`src/rtl/dled_pkg.sv`:
```
package dled_pkg;
  typedef enum logic [1:0] {
    SEL_OFF  = 2'b00,
    SEL_ON   = 2'b01,
    SEL_SLOW = 2'b10,
    SEL_FAST = 2'b11
  } sel_e;

  typedef enum logic [1:0] {
    PWR_WORK  = 2'b00,
    PWR_SLEEP = 2'b01,
    PWR_OFF0  = 2'b10,
    PWR_OFF1  = 2'b11
  } pwr_e;

  localparam int unsigned NUM_PINS = 2;
  localparam int unsigned PH_W     = 3;
endpackage

```
`src/rtl/dled_timebase.sv`:
```
module dled_timebase #(
  parameter int unsigned TICK_DIV = 4_000_000
) (
  input  logic clk_i,
  input  logic rst_ni,
  output logic slow_o,
  output logic fast_o
);
  import dled_pkg::*;

  localparam int unsigned CW = (TICK_DIV > 2) ? $clog2(TICK_DIV) : 1;
  localparam logic [CW-1:0] LAST = CW'(TICK_DIV - 1);

  logic [CW-1:0]   pre_q;
  logic [PH_W-1:0] ph_q;
  logic            tick;

  assign tick = (pre_q == LAST);

  always_ff @(posedge clk_i or negedge rst_ni) begin
    if (!rst_ni) begin
      pre_q <= '0;
      ph_q  <= '0;
    end else if (tick) begin
      pre_q <= '0;
      ph_q  <= ph_q + 1'b1;
    end else begin
      pre_q <= pre_q + 1'b1;
    end
  end

  // first half of each period is "on"
  assign slow_o = ~ph_q[PH_W-1];
  assign fast_o = ~ph_q[0];


  phase_hold_chk: assert property (@(posedge clk_i) disable iff (!rst_ni)
    !$past(tick) |-> $stable(ph_q));


  phase_step_chk: assert property (@(posedge clk_i) disable iff (!rst_ni)
    !$stable(ph_q) |-> ph_q == PH_W'($past(ph_q) + 1'b1));
endmodule

```
`src/rtl/dled_request.sv`:
```
module dled_request
  import dled_pkg::*;
(
  input  logic                      clk_i,
  input  logic                      rst_ni,
  input  logic [NUM_PINS-1:0][1:0]  sel_i,
  input  logic                      auto_i,
  input  logic [1:0]                pwr_i,
  input  logic                      slow_i,
  input  logic                      fast_i,
  output logic [NUM_PINS-1:0]       on_o
);
  sel_e auto_sel;

  always_comb begin
    unique case (pwr_e'(pwr_i))
      PWR_WORK:  auto_sel = SEL_ON;
      PWR_SLEEP: auto_sel = SEL_SLOW;
      default:   auto_sel = SEL_OFF;
    endcase
  end

  for (genvar p = 0; p < NUM_PINS; p++) begin : g_pin
    sel_e eff;
    assign eff = auto_i ? auto_sel : sel_e'(sel_i[p]);
    always_comb begin
      unique case (eff)
        SEL_OFF:  on_o[p] = 1'b0;
        SEL_ON:   on_o[p] = 1'b1;
        SEL_SLOW: on_o[p] = slow_i;
        default:  on_o[p] = fast_i;
      endcase
    end
  end


  auto_off_chk: assert property (@(posedge clk_i) disable iff (!rst_ni)
    (auto_i && pwr_i[1]) |-> (on_o == '0));
endmodule

```
`src/rtl/dled_pin_map.sv`:
```
module dled_pin_map
  import dled_pkg::*;
(
  input  logic                indep_i,
  input  logic                pol_i,
  input  logic [NUM_PINS-1:0] on_i,
  output logic [NUM_PINS-1:0] pins_o   // [1]=pin A, [0]=pin B
);
  always_comb begin
    if (indep_i) begin
      pins_o = {on_i[0] ^ pol_i, on_i[1] ^ pol_i};
    end else begin
      unique case (on_i)
        2'b11:   pins_o = 2'b10;                   // fixed colour on conflict
        2'b01:   pins_o = pol_i ? 2'b01 : 2'b10;   // A alone
        2'b10:   pins_o = pol_i ? 2'b10 : 2'b01;   // B alone
        default: pins_o = 2'b00;                   // no current
      endcase
    end
  end
endmodule

```
`src/rtl/dual_led_driver.sv`:
```
module dual_led_driver
  import dled_pkg::*;
#(
  parameter int unsigned TICK_DIV = 4_000_000
) (
  input  logic       clk_i,
  input  logic       rst_ni,
  input  logic       indep_i,
  input  logic       pol_i,
  input  logic [1:0] sel_a_i,
  input  logic [1:0] sel_b_i,
  input  logic       auto_i,
  input  logic [1:0] pwr_i,
  output logic       led_a_o,
  output logic       led_b_o
);
  logic                slow, fast;
  logic [NUM_PINS-1:0] on;      // [0]=A, [1]=B
  logic [NUM_PINS-1:0] pins_d;
  logic [NUM_PINS-1:0] pins_q;

  dled_timebase #(.TICK_DIV(TICK_DIV)) u_tb (
    .clk_i (clk_i),
    .rst_ni(rst_ni),
    .slow_o(slow),
    .fast_o(fast)
  );

  dled_request u_req (
    .clk_i (clk_i),
    .rst_ni(rst_ni),
    .sel_i ({sel_b_i, sel_a_i}),
    .auto_i(auto_i),
    .pwr_i (pwr_i),
    .slow_i(slow),
    .fast_i(fast),
    .on_o  (on)
  );

  dled_pin_map u_map (
    .indep_i(indep_i),
    .pol_i  (pol_i),
    .on_i   (on),
    .pins_o (pins_d)
  );

  always_ff @(posedge clk_i or negedge rst_ni) begin
    if (!rst_ni) pins_q <= '0;
    else         pins_q <= pins_d;
  end

  assign led_a_o = pins_q[1];
  assign led_b_o = pins_q[0];


  bicolour_idle_chk: assert property (@(posedge clk_i) disable iff (!rst_ni)
    ($past(rst_ni) && !$past(indep_i) && $past(on) == '0) |-> (!led_a_o && !led_b_o));


  bicolour_excl_chk: assert property (@(posedge clk_i) disable iff (!rst_ni)
    ($past(rst_ni) && !$past(indep_i) && $past(on) != '0) |-> (led_a_o != led_b_o));


  bicolour_tie_chk: assert property (@(posedge clk_i) disable iff (!rst_ni)
    ($past(rst_ni) && !$past(indep_i) && $past(on) == 2'b11) |-> (led_a_o && !led_b_o));


  indep_level_chk: assert property (@(posedge clk_i) disable iff (!rst_ni)
    ($past(rst_ni) && $past(indep_i)) |-> (led_a_o == ($past(on[0]) ^ $past(pol_i))));
endmodule

```
`config.mk`:
```
export PLATFORM = sky130hd
export DESIGN_NAME = dual_led_driver
export DESIGN_NICKNAME = d
export VERILOG_FILES = /design/src/rtl/dled_pkg.sv /design/src/rtl/dled_timebase.sv /design/src/rtl/dled_request.sv /design/src/rtl/dled_pin_map.sv /design/src/rtl/dual_led_driver.sv
export SDC_FILE = /design/constraint.sdc
export NUM_CORES = 1
export LEC_CHECK = 0
export ABC_AREA = 1
export BUFFER_PORTS_ARGS = -buffer_cell sky130_fd_sc_hd__buf_2
export CAP_MARGIN = 10
export CORE_ASPECT_RATIO = 0.5
export CORE_MARGIN = 4
export CORE_UTILIZATION = 50
export CTS_CLUSTER_DIAMETER = 40
export DETAILED_ROUTE_END_ITERATION = 6
export PLACE_DENSITY = 0.7
export SLEW_MARGIN = 20
export SYNTH_ARGS = -nofsm -noshare
export SYNTH_HDL_FRONTEND = slang
export SYNTH_HIERARCHICAL = 1
export SYNTH_SLANG_ARGS = --single-unit
```
`constraint.sdc`:
```
create_clock -name clk_i -period 2.1 [get_ports clk_i]
set_input_delay 0.42 -clock clk_i [delete_from_list [all_inputs] [get_ports clk_i]]
set_output_delay 0.42 -clock clk_i [all_outputs]
set_load 0.01 [all_outputs]
```
==> results by group <==
Detailed routing
  • ANT nets after route: 0
  • Metal-1 WL: 1640 microns
  • Post-DR wirelength/cell: 10.9 microns
  • DRC: 0
  • Routed wire length on met2: 1330 microns
  • Via count: 1,407
  • Vias per cell: 4.82
  • Met3 wire len: 184 microns
  • Iter 0 DRT Violations: 69
  • Final wirelength: 3180 microns
  • Top routing layer in use: met4
  • TritonRoute pass-1 iters: 4

Cells and area
  • Layout cells sized above 1: 12.3%
  • Finished Core Util: 58.6%
  • Ant. Diodes: 0
  • Fill count: 298
  • Nets: 266
  • Synth-to-layout area growth: 9.48%

Synthesis
  • EDFF count, synth: 0
  • Number of synthesized register bits: 27
  • Top-count cell post-synth: nand2_1
  • Cell taking the most area after synthesis: dfrtp_1
  • Post-synthesis cell area: 1650 sq um
  • Ranking of synthesized cells by area: dfrtp_1, nand2_1, nor2_1, inv_1, nand3_1
  • Synth top area share: 41.0%
  • Fraction of registers with async set/reset: 100%
  • Cell variety after synth: 23
  • Post-synth top cells: nand2_1, nor2_1, inv_1
  • Sequential area share after synthesis: 41.0%
  • Mapped Avg Cell Area: 6.99 sq um
  • Dominant synthesized flop cell: dfrtp_1
  • Synth Instances: 236
  • Post-synth net total: 249
  • Synth warnings: 6

Critical path
  • Worst path arrival time: 1.57 ns
  • Type of element launching the critical path: flop
  • Worst setup path category: reg -> reg
  • Worst endpoint required time: 2.27 ns
  • Reg-to-Reg End: u_tb/pre_q[20]
  • Reg2reg start: u_tb/pre_q[1]
  • Worst R2R Path Depth: 8
  • End of the critical path: u_tb/pre_q[20]
  • CP Capture Type: flop
  • Reg2reg setup slack: 0.70 ns
  • Maximum net fanout on the critical path: 9
  • Worst Setup SP: u_tb/pre_q[1]

STA
  • Fmax: 0.712 GHz
  • Slew @ Worst Pin: 0.593 ns
  • Hold Fails Final Rpt: 0
  • Setup_tns: 0 ns
  • Final setup vio count: 0
  • RSZ-0062 raised after global routing: false
  • Clk_skew: 0.00158 ns
  • Slew Limit Fails: 0
  • Final min period: 1.40 ns
  • Worst slew margin: 60.5%
  • Final period utilization: 66.9%

CTS
  • Hold buffer count at cts: 0
  • Clock root cell: clkbuf_8
  • Setup bufs post-CTS: 0
  • H-tree Lvls: 1
  • Clock Path Buffers: 2
  • Clock latency on the worst-skew pair: 0.27 ns
  • Gates resized, CTS repair: 0
  • Num Clock Sinks: 27
  • CTS buffer count: 3
  • Clock-pin slew on the worst setup and hold paths: 0.09 ns
  • CTS tree: done

Power
  • PwrDens: 485 nW/um^2
  • Peak VDD IR: 225 uV
  • Clock Power Share: 33.4%
  • Leak pwr: 0.995 nW
  • Design Power: 0.875 mW
  • NetSw: 0.197 mW
  • Pint: 0.678 mW
  • Reg power frac: 60.1%
  • Comb pwr share: 6.6%
  • Sw frac: 22.5%

Floorplanning
  • Die ar.: 4340 sq um
  • Initial core utilization: 53.5%
  • # IOs: 13
  • Die W: 89.2 microns
  • Row Count: 14
  • Core area: 3080 sq um
  • Die height: 48.6 microns

Global routing
  • Initial antenna violation count: 0
  • Overall Global Routing Usage: 17.0%
  • Vias in the first global route: 1,308
  • First-pass GRT wire length: 5840 microns
  • GRT Residual Overflow: 0
  • Largest net degree at the start of global routing: 28

Place
  • DP HPWL: 2550 microns
  • I/O Buffers: 12
  • Routability Congestion: 0.772

Flow run
  • Max_cap viols: 0

Min path
  • HP Class: in -> async

Status
  • Status: complete, no violations
## registers in the layout, indices dropped and copies added, names as in the netlist
register    flops
pins_q          2
u_tb/ph_q       3
u_tb/pre_q     22
## final cells by class
type                       instances  area [sq um]  share of cell area, %
inverter                          39           149                   8.25
multi-input combinational        170           825                   45.7
sequential                        27           676                   37.4
tap                               40          50.0                   2.77
timing repair buffer              12          60.1                   3.33
clock inverter                     1          5.00                  0.277
clock buffer                       3          41.3                   2.29
## metal layers
metal | up-vias | GRT usage [%]
li1 | 754 | -
met4 | 0 | 2.97
met5 | - | 0
met1 | 623 | 24.6
met2 | 25 | 25.7
met3 | 5 | 4.75
## power groups by stage
| stage | registers, mW | logic (mW) | clock network [mW] |
|---|---|---|---|
| 2_1_floorplan | 0.539 | 0.0264 | 0 |
| 3_3_place_gp | 0.536 | 0.0576 | 0 |
| 3_5_place_dp | 0.536 | 0.0601 | 0 |
| 4_1_cts | 0.526 | 0.0597 | 0.307 |
| 5_1_grt | 0.527 | 0.0680 | 0.332 |
| 6_report | 0.526 | 0.0575 | 0.292 |
## through the flow
| step | setup slack [ns] | cells | area (sq um) | hold slack [ns] |
|---|---|---|---|---|
| floorplan | 0.840 | 236 | 1650 | 0.124 |
| global placement | 0.745 | 288 | 1760 | 0.460 |
| detailed placement | 0.701 | 288 | 1760 | 0.469 |
| CTS | 0.683 | 292 | 1810 | 0.164 |
| global route | 0.533 | 292 | 1810 | 0.189 |
| finish | 0.696 | 292 | 1810 | 0.140 |
## worst max-delay path, stage by stage (launching register included)
cell and delay [ns]:
dfrtp_1 0.37, ha_1 0.17, nand2_1 0.10, nor2_4 0.15, nand2_2 0.10, inv_4 0.11
nand3_4 0.15, nand2_1 0.11, nor2_1 0.04
## cells by family after synthesis
logic type	Yosys count	synth area share, %
AO/OA/AOI/OAI	8	2.43
XOR/XNOR	9	4.78
adder cells (fa/ha/maj)	2	1.52
buffers and inverters	39	9.03
flip-flops	27	41.0
AND/OR/NAND/NOR	151	41.3
## placed cells by master (no fill, tap or decap), types with 2 or more instances in the layout
cell type / n
nand2_1: 70
nor2_1: 43
inv_1: 36
dfrtp_1: 27
nand3_1: 13
buf_2: 12
nand4_1: 8
xor2_1: 6
nor2_2: 4
o21ai_0: 4
clkbuf_8: 3
nor2_4: 3
nand2_2: 3
a21oi_1: 3
xnor2_1: 3
nand3b_1: 2
nand3_2: 2
ha_1: 2
## worst min-delay path by stage
| stage | slack, ns | depth (start not counted) | from | to |
|---|---|---|---|---|
| detailed placement | 0.47 | 1 | rst_ni | u_tb/pre_q[12] |
| global placement | 0.46 | 1 | rst_ni | u_tb/pre_q[13] |
| CTS | 0.16 | 1 | rst_ni | u_tb/pre_q[20] |
| finish | 0.14 | 1 | rst_ni | u_tb/pre_q[13] |
| global route | 0.19 | 1 | rst_ni | u_tb/pre_q[15] |
| floorplan | 0.12 | 0 | rst_ni | pins_q[0] |
No activity file was read; power rests on OpenSTA's default activity.
